### src/rtl/mdio_pkg.sv
package mdio_pkg;

  localparam int unsigned PREAMBLE_BITS = 32;
  localparam int unsigned OP_W          = 2;
  localparam int unsigned ADDR_W        = 5;
  localparam int unsigned DATA_W        = 16;
  localparam int unsigned FRAME_BITS    = PREAMBLE_BITS + 2 + OP_W + 2 * ADDR_W + 2 + DATA_W;
  // bit period where the turnaround begins, and where data begins
  localparam int unsigned TA_POS        = PREAMBLE_BITS + 2 + OP_W + 2 * ADDR_W;
  localparam int unsigned DATA_POS      = TA_POS + 2;

  localparam logic [1:0] START_CODE = 2'b01;
  localparam logic [1:0] TA_DRIVEN  = 2'b10;
  localparam logic [1:0] TA_PAD     = 2'b11;

  localparam logic [OP_W-1:0] OP_READ  = 2'b10;
  localparam logic [OP_W-1:0] OP_WRITE = 2'b01;

  function automatic logic [FRAME_BITS-1:0] build_frame(
    input logic [OP_W-1:0]   op,
    input logic [ADDR_W-1:0] phy,
    input logic [ADDR_W-1:0] reg_a,
    input logic [DATA_W-1:0] wdata
  );
    logic rd;
    rd = (op == OP_READ);
    return {{PREAMBLE_BITS{1'b1}}, START_CODE, op, phy, reg_a,
            rd ? TA_PAD : TA_DRIVEN, rd ? {DATA_W{1'b0}} : wdata};
  endfunction

endpackage

### src/rtl/mdio_clkdiv.sv
module mdio_clkdiv #(
  parameter int unsigned DIV = 40
) (
  input  logic clk,
  input  logic rst_n,
  input  logic run,
  output logic mdc,
  output logic rise_stb,
  output logic fall_stb
);
  localparam int unsigned HALF = DIV / 2;
  localparam int unsigned CW   = (DIV > 2) ? $clog2(DIV) : 1;

  logic [CW-1:0] ph_q, ph_d;
  logic          mdc_q, mdc_d;

  always_comb begin
    if (!run)                       ph_d = '0;
    else if (ph_q == CW'(DIV - 1))  ph_d = '0;
    else                            ph_d = ph_q + CW'(1);
    mdc_d = run && (ph_d >= CW'(HALF));
  end

  always_ff @(posedge clk or negedge rst_n) begin
    if (!rst_n) begin
      ph_q  <= '0;
      mdc_q <= 1'b0;
    end else begin
      ph_q  <= ph_d;
      mdc_q <= mdc_d;
    end
  end

  assign mdc      = mdc_q;
  assign rise_stb = run && (ph_q == CW'(HALF - 1));
  assign fall_stb = run && (ph_q == CW'(DIV - 1));

  // a rise strobe is always followed by mdc high
  p_rise_then_high_r4: assert property (@(posedge clk) disable iff (!rst_n)
    rise_stb |=> mdc);

endmodule

### src/rtl/mdio_field_timer.sv
module mdio_field_timer #(
  parameter int unsigned BITS = 64
) (
  input  logic                    clk,
  input  logic                    rst_n,
  input  logic                    run,
  input  logic                    step,
  output logic [$clog2(BITS)-1:0] bit_idx,
  output logic                    last_bit
);
  localparam int unsigned W = $clog2(BITS);

  logic [W-1:0] idx_q, idx_d;

  always_comb begin
    if (!run)       idx_d = '0;
    else if (step)  idx_d = (idx_q == W'(BITS - 1)) ? '0 : idx_q + W'(1);
    else            idx_d = idx_q;
  end

  always_ff @(posedge clk or negedge rst_n) begin
    if (!rst_n) idx_q <= '0;
    else        idx_q <= idx_d;
  end

  assign bit_idx  = idx_q;
  assign last_bit = (idx_q == W'(BITS - 1));

endmodule

### src/rtl/mdio_master.sv
module mdio_master
  import mdio_pkg::*;
#(
  parameter int unsigned CLK_HZ = 100_000_000,
  parameter int unsigned MDC_HZ = 2_500_000
) (
  input  logic              clk,
  input  logic              rst_n,
  input  logic              req_valid,
  output logic              req_ready,
  input  logic [OP_W-1:0]   req_op,
  input  logic [ADDR_W-1:0] req_phy,
  input  logic [ADDR_W-1:0] req_reg,
  input  logic [DATA_W-1:0] req_wdata,
  output logic              rsp_valid,
  output logic [DATA_W-1:0] rsp_rdata,
  output logic              mdc,
  output logic              mdio_o,
  output logic              mdio_oe,
  input  logic              mdio_i
);
  localparam int unsigned DIV   = CLK_HZ / MDC_HZ;
  localparam int unsigned IDX_W = $clog2(FRAME_BITS);

  typedef enum logic {S_IDLE, S_FRAME} state_e;

  // reset: asserted asynchronously, released after two edges
  logic [1:0] rst_sync_q;
  logic       rst_int_n;

  always_ff @(posedge clk or negedge rst_n) begin
    if (!rst_n) rst_sync_q <= 2'b00;
    else        rst_sync_q <= {rst_sync_q[0], 1'b1};
  end
  assign rst_int_n = rst_sync_q[1];

  state_e                state_q, state_d;
  logic [FRAME_BITS-1:0] tx_q, tx_d;
  logic [DATA_W-1:0]     rx_q, rx_d;
  logic                  rd_q, rd_d;
  logic                  rsp_q, rsp_d;
  logic                  busy, accept, rise_stb, fall_stb, last_bit;
  logic [IDX_W-1:0]      bit_idx;

  assign busy = (state_q == S_FRAME);

  mdio_clkdiv #(.DIV(DIV)) u_clkdiv (
    .clk      (clk),
    .rst_n    (rst_int_n),
    .run      (busy),
    .mdc      (mdc),
    .rise_stb (rise_stb),
    .fall_stb (fall_stb)
  );

  mdio_field_timer #(.BITS(FRAME_BITS)) u_timer (
    .clk      (clk),
    .rst_n    (rst_int_n),
    .run      (busy),
    .step     (fall_stb),
    .bit_idx  (bit_idx),
    .last_bit (last_bit)
  );

  assign req_ready = rst_int_n && !busy;
  assign accept    = req_valid && req_ready;

  // next state
  always_comb begin
    state_d = state_q;
    unique case (state_q)
      S_IDLE:  if (accept)              state_d = S_FRAME;
      S_FRAME: if (fall_stb && last_bit) state_d = S_IDLE;
      default:                           state_d = S_IDLE;
    endcase
  end

  // datapath next values
  always_comb begin
    tx_d  = tx_q;
    rx_d  = rx_q;
    rd_d  = rd_q;
    rsp_d = 1'b0;
    if (accept) begin
      tx_d = build_frame(req_op, req_phy, req_reg, req_wdata);
      rd_d = (req_op == OP_READ);
    end else if (fall_stb) begin
      tx_d  = {tx_q[FRAME_BITS-2:0], 1'b0};
      rsp_d = last_bit && rd_q;
    end
    if (rise_stb && rd_q && (bit_idx >= IDX_W'(DATA_POS)))
      rx_d = {rx_q[DATA_W-2:0], mdio_i};
  end

  always_ff @(posedge clk or negedge rst_int_n) begin
    if (!rst_int_n) begin
      state_q <= S_IDLE;
      tx_q    <= '0;
      rx_q    <= '0;
      rd_q    <= 1'b0;
      rsp_q   <= 1'b0;
    end else begin
      state_q <= state_d;
      tx_q    <= tx_d;
      rx_q    <= rx_d;
      rd_q    <= rd_d;
      rsp_q   <= rsp_d;
    end
  end

  assign mdio_o    = tx_q[FRAME_BITS-1];
  assign mdio_oe   = busy && !(rd_q && (bit_idx >= IDX_W'(TA_POS)));
  assign rsp_valid = rsp_q;
  assign rsp_rdata = rx_q;

  // acceptance closes the request port
  p_accept_closes_r2: assert property (@(posedge clk) disable iff (!rst_int_n)
    accept |=> !req_ready);

  // the management clock rests low between frames
  p_idle_quiet_r4: assert property (@(posedge clk) disable iff (!rst_int_n)
    !busy |-> (!mdc && !mdio_oe));

  // inside a frame the driven value moves only on a falling mdc
  p_change_on_fall_r5: assert property (@(posedge clk) disable iff (!rst_int_n)
    (busy && $past(busy) && !$stable(mdio_o)) |-> $fell(mdc));

  // the line is released mid-frame only by a read
  p_release_read_r7: assert property (@(posedge clk) disable iff (!rst_int_n)
    ($fell(mdio_oe) && busy) |-> rd_q);

  // the response strobe lasts one cycle
  p_rsp_pulse_r9: assert property (@(posedge clk) disable iff (!rst_int_n)
    rsp_valid |=> !rsp_valid);

endmodule

### config.mk
export PLATFORM = sky130hd
export DESIGN_NAME = mdio_master
export DESIGN_NICKNAME = d
export VERILOG_FILES = /design/src/rtl/mdio_pkg.sv /design/src/rtl/mdio_clkdiv.sv /design/src/rtl/mdio_field_timer.sv /design/src/rtl/mdio_master.sv
export SDC_FILE = /design/constraint.sdc
export NUM_CORES = 1
export LEC_CHECK = 0
export BUFFER_PORTS_ARGS = -buffer_cell sky130_fd_sc_hd__buf_4
export CORE_MARGIN = 5
export CORE_UTILIZATION = 40
export CTS_BUF_LIST = sky130_fd_sc_hd__clkbuf_2 sky130_fd_sc_hd__clkbuf_4 sky130_fd_sc_hd__clkbuf_8
export DETAILED_ROUTE_END_ITERATION = 16
export GPL_ROUTABILITY_DRIVEN = 0
export PLACE_DENSITY = 0.62
export SLEW_MARGIN = 20
export SYNTH_ARGS = -nofsm -noshare
export SYNTH_HDL_FRONTEND = slang
export SYNTH_SLANG_ARGS = --single-unit
### constraint.sdc
create_clock -name clk -period 5.7 [get_ports clk]
set_clock_uncertainty 0.05 [all_clocks]
set_input_delay 0 -clock clk [delete_from_list [all_inputs] [get_ports clk]]
set_output_delay 0 -clock clk [all_outputs]
set_load 0.02 [all_outputs]
==> results.json <==
{
  "post-cts-setup-buffer-count": 0,
  "power_density_nw_per_um2": 235.4,
  "synth-adder-area-share": 0.006026,
  "intPower_w": 0.0009406,
  "root_buffer": "clkbuf_8",
  "area_growth_pct": 23.20,
  "worstSetupPathType": "flop to flop",
  "synth.avg_cell_area_um2": 11.04,
  "setup_viol": 0,
  "cap_violations": 0,
  "worst_slew_pin_slew_ns": 0.8177,
  "clkPwrFrac": 0.381,
  "route.detailed.drc": 0,
  "crit_fanout": 49,
  "clkTransAtPathRegs_ns": 0.10,
  "cts_resized": 0,
  "dieArea_um2": 12520,
  "critPathLaunchType": "flop",
  "worstHoldPathType": "flop to asynchronous set/reset pin",
  "synth_cells": 376,
  "ir_worst_vdd_mv": 0.1274,
  "grt_pass1_vias": 2937,
  "final_core_util": 0.5001,
  "start_util": 0.4059,
  "end_kind": "flop",
  "cp.required_ns": 5.90,
  "slew_headroom": 0.4548,
  "placed_area_um2": 4599,
  "status": "finished clean",
  "finalCritPeriodShare": 0.4238,
  "clockBufferDepth": 2,
  "stdcell_area_um2": 5116,
  "clk_latency_ns": 0.36,
  "ios": 53,
  "finalHoldViolations": 0,
  "synth_top_family_by_area": "simple AND/OR/NAND/NOR gates",
  "synth.cell_area_um2": 4153,
  "rows": 37,
  "max_clock_freq_ghz": 0.4140,
  "cts_tree": "built",
  "viasPerCell": 5.131,
  "slew_violations": 0,
  "synth.distinct_cells": 44,
  "core_area_um2": 10230,
  "fin_nets": 479,
  "power_w": 0.001204,
  "io_buffers": 52,
  "yosys-mux-area-fraction": 0.05484,
  "vias": 3007,
  "synth-async-reset-ratio": 1.000,
  "cpMaxStageDelayCell": "dfrtp_4",
  "period_minus_slack_ns": 2.416,
  "track_usage": 0.1375,
  "antenna_left": 0,
  "dieHeight_um": 111.9,
  "antenna_found_initial": 0,
  "hold_slack_ns": 0.2312,
  "grt_max_degree": 66,
  "yosys.area_share.xor_xnor": 0.01055,
  "syn_nets": 410,
  "yosys_warnings": 0,
  "numCtsBuffers": 9,
  "grt_overflow": 0,
  "h-tree-depth": 3,
  "wl_um": 8286,
  "regArea_um2": 2456,
  "cts.sink_count": 98,
  "synth_edf_count": 0,
  "ys_seq_elements": 98,
  "comb_power_share": 0.037,
  "wl_per_cell_um": 14.14,
  "drive_gt1_frac": 0.2022,
  "cp_cell_sequence": "nor2b_1, nand2_1, buf_4, and3_1, a221o_1",
  "multi_input_area_um2": 1565,
  "slowest_delay_ns": 0.73,
  "p_seq_frac": 0.582,
  "initialDrtViolationCount": 205,
  "rsz0062_at_grt": "false",
  "synthSimpleGateAreaFrac": 0.2145,
  "p_switching_w": 0.0002636,
  "fp.dieW_um": 111.9,
  "ys.flop_type": "dfrtp_1",
  "seq_area_frac_synth": 0.5905,
  "grt_pass1_wl_um": 14300,
  "hpwl_um": 4826,
  "num-fill-cells": 924,
  "p_sw_frac": 0.2189,
  "antennaDiodeCount": 0,
  "cp_data_arrival_time_ns": 2.61,
  "drt_pass1_iterations": 4,
  "setup-tns-final_ns": 0,
  "leakage_nw": 2.498,
  "synth-compound-area-share": 0.08798
}
==> final timing paths <==
kind	startpoint	endpoint	slack [ns]	cells past startpoint
setup / recovery	rst_sync_q[1]$_DFF_PN0_	tx_q[22]$_DFFE_PN0P_	3.28	5
hold / removal	rst_sync_q[1]$_DFF_PN0_	tx_q[28]$_DFFE_PN0P_	0.23	0
setup reg to reg	rst_sync_q[1]$_DFF_PN0_	tx_q[22]$_DFFE_PN0P_	3.28	5
hold reg to reg	rst_sync_q[1]$_DFF_PN0_	tx_q[28]$_DFFE_PN0P_	0.23	0
max in group asynchronous	rst_sync_q[1]$_DFF_PN0_	tx_q[17]$_DFFE_PN0P_	4.24	1
min in group clk	req_valid	tx_q[14]$_DFFE_PN0P_	0.28	3
==> worst max-delay path: cells and delay by family, from the launching register on <==
| family | cells | cell delay, ns |
|---|---|---|
| and+or+nand+nor | 3 | 0.85 |
| DFF | 1 | 0.73 |
| AOI/OAI and AO/OA | 1 | 0.26 |
| buffers and inverters | 1 | 0.40 |
==> synth_stat cells, types with 2 or more instances <==
master	n	area share
a21boi_0	3	0.0054
a21oi_1	3	0.0036
a221o_1	25	0.060
and2_1	6	0.0090
and3_1	27	0.041
buf_1	2	0.0018
buf_2	6	0.0072
buf_6	2	0.0054
clkbuf_1	17	0.015
dfrtp_1	98	0.59
ha_1	2	0.0060
mux2_2	6	0.016
mux2_4	10	0.036
nand2_1	85	0.077
nand2b_1	3	0.0045
nand3_1	41	0.049
nor2_1	4	0.0036
nor3_1	4	0.0048
o21ai_0	4	0.0048
xor2_1	4	0.0084
==> registers in the layout, indices dropped and copies added, names as in the netlist <==
name and cells:
u_clkdiv.ph_q 6, u_clkdiv.mdc 1, rsp_valid 1, rsp_rdata 16, tx_q 64, rd_q 1, u_timer.bit_idx 6, busy 1
rst_sync_q 2
==> power groups by stage <==
stage	Clock, W	Combinational [W]	Sequential [W]
after global placement	0	0.0000291	0.000715
after global routing	0.000504	0.0000502	0.000703
final	0.000458	0.0000452	0.000701
after CTS	0.000476	0.0000459	0.000702
after floorplan	0	0.000000892	0.000720
after detailed placement	0	0.0000292	0.000715
==> layer usage <==
| layer | GRT usage | share of wire | vias to the layer above | wire length (um) |
|---|---|---|---|---|
| li1 | - | - | 1457 | - |
| met1 | 0.1847 | 0.46 | 1469 | 3847 |
| met2 | 0.2158 | 0.47 | 74 | 3897 |
| met3 | 0.04130 | 0.053 | 7 | 442 |
| met4 | 0.04055 | 0.012 | 0 | 99 |
| met5 | 0 | 0 | - | 0 |
==> logic make-up after synthesis <==
logic type	count (synthesis)
buffers and inverters	28
flip-flops	98
other	1
XOR/XNOR	5
AND/OR/NAND/NOR	183
multiplexers	17
AO/OA/AOI/OAI	42
adder cells (fa/ha/maj)	2
==> stage by stage <==
step / worst slack [ns] / cells
2_1_floorplan: 1.711 / 376
3_3_place_gp: 3.272 / 539
3_5_place_dp: 3.242 / 539
4_1_cts: 3.238 / 586
5_1_grt: 3.104 / 586
6_report: 3.285 / 586
==> cells in the final DEF, fill, tap and decap left out, types with 2 or more instances in the layout <==
master	synthesis	routed
nor2_1	4	4
clkbuf_8	0	9
inv_6	0	2
clkinvlp_4	0	2
dlygate4sd3_1	0	31
nor3_1	4	4
buf_4	0	55
xor2_1	4	4
nand3_1	41	41
a21boi_0	3	3
a221o_1	25	25
mux2_4	10	10
o21ai_0	4	4
ha_1	2	2
and2_1	6	5
a21oi_1	3	3
and3_1	27	27
mux2_2	6	6
clkbuf_4	0	2
nand2b_1	3	3
dfrtp_1	98	97
nand2_1	85	84
==> area by class of cell <==
type,instances,area share
clock buffer,11,0.02715
clock inverter,5,0.01223
timing repair buffer,86,0.1414
sequential,98,0.4801
tap,136,0.03326
multi-input combinational,250,0.3059
==> repair_timing <==
item                                    4_1_cts  5_1_grt
endpoints found under the setup margin        0        0
hold buffers                                 31        0
endpoints found under the hold margin        32        0
Power figures use the tool's default switching activity.
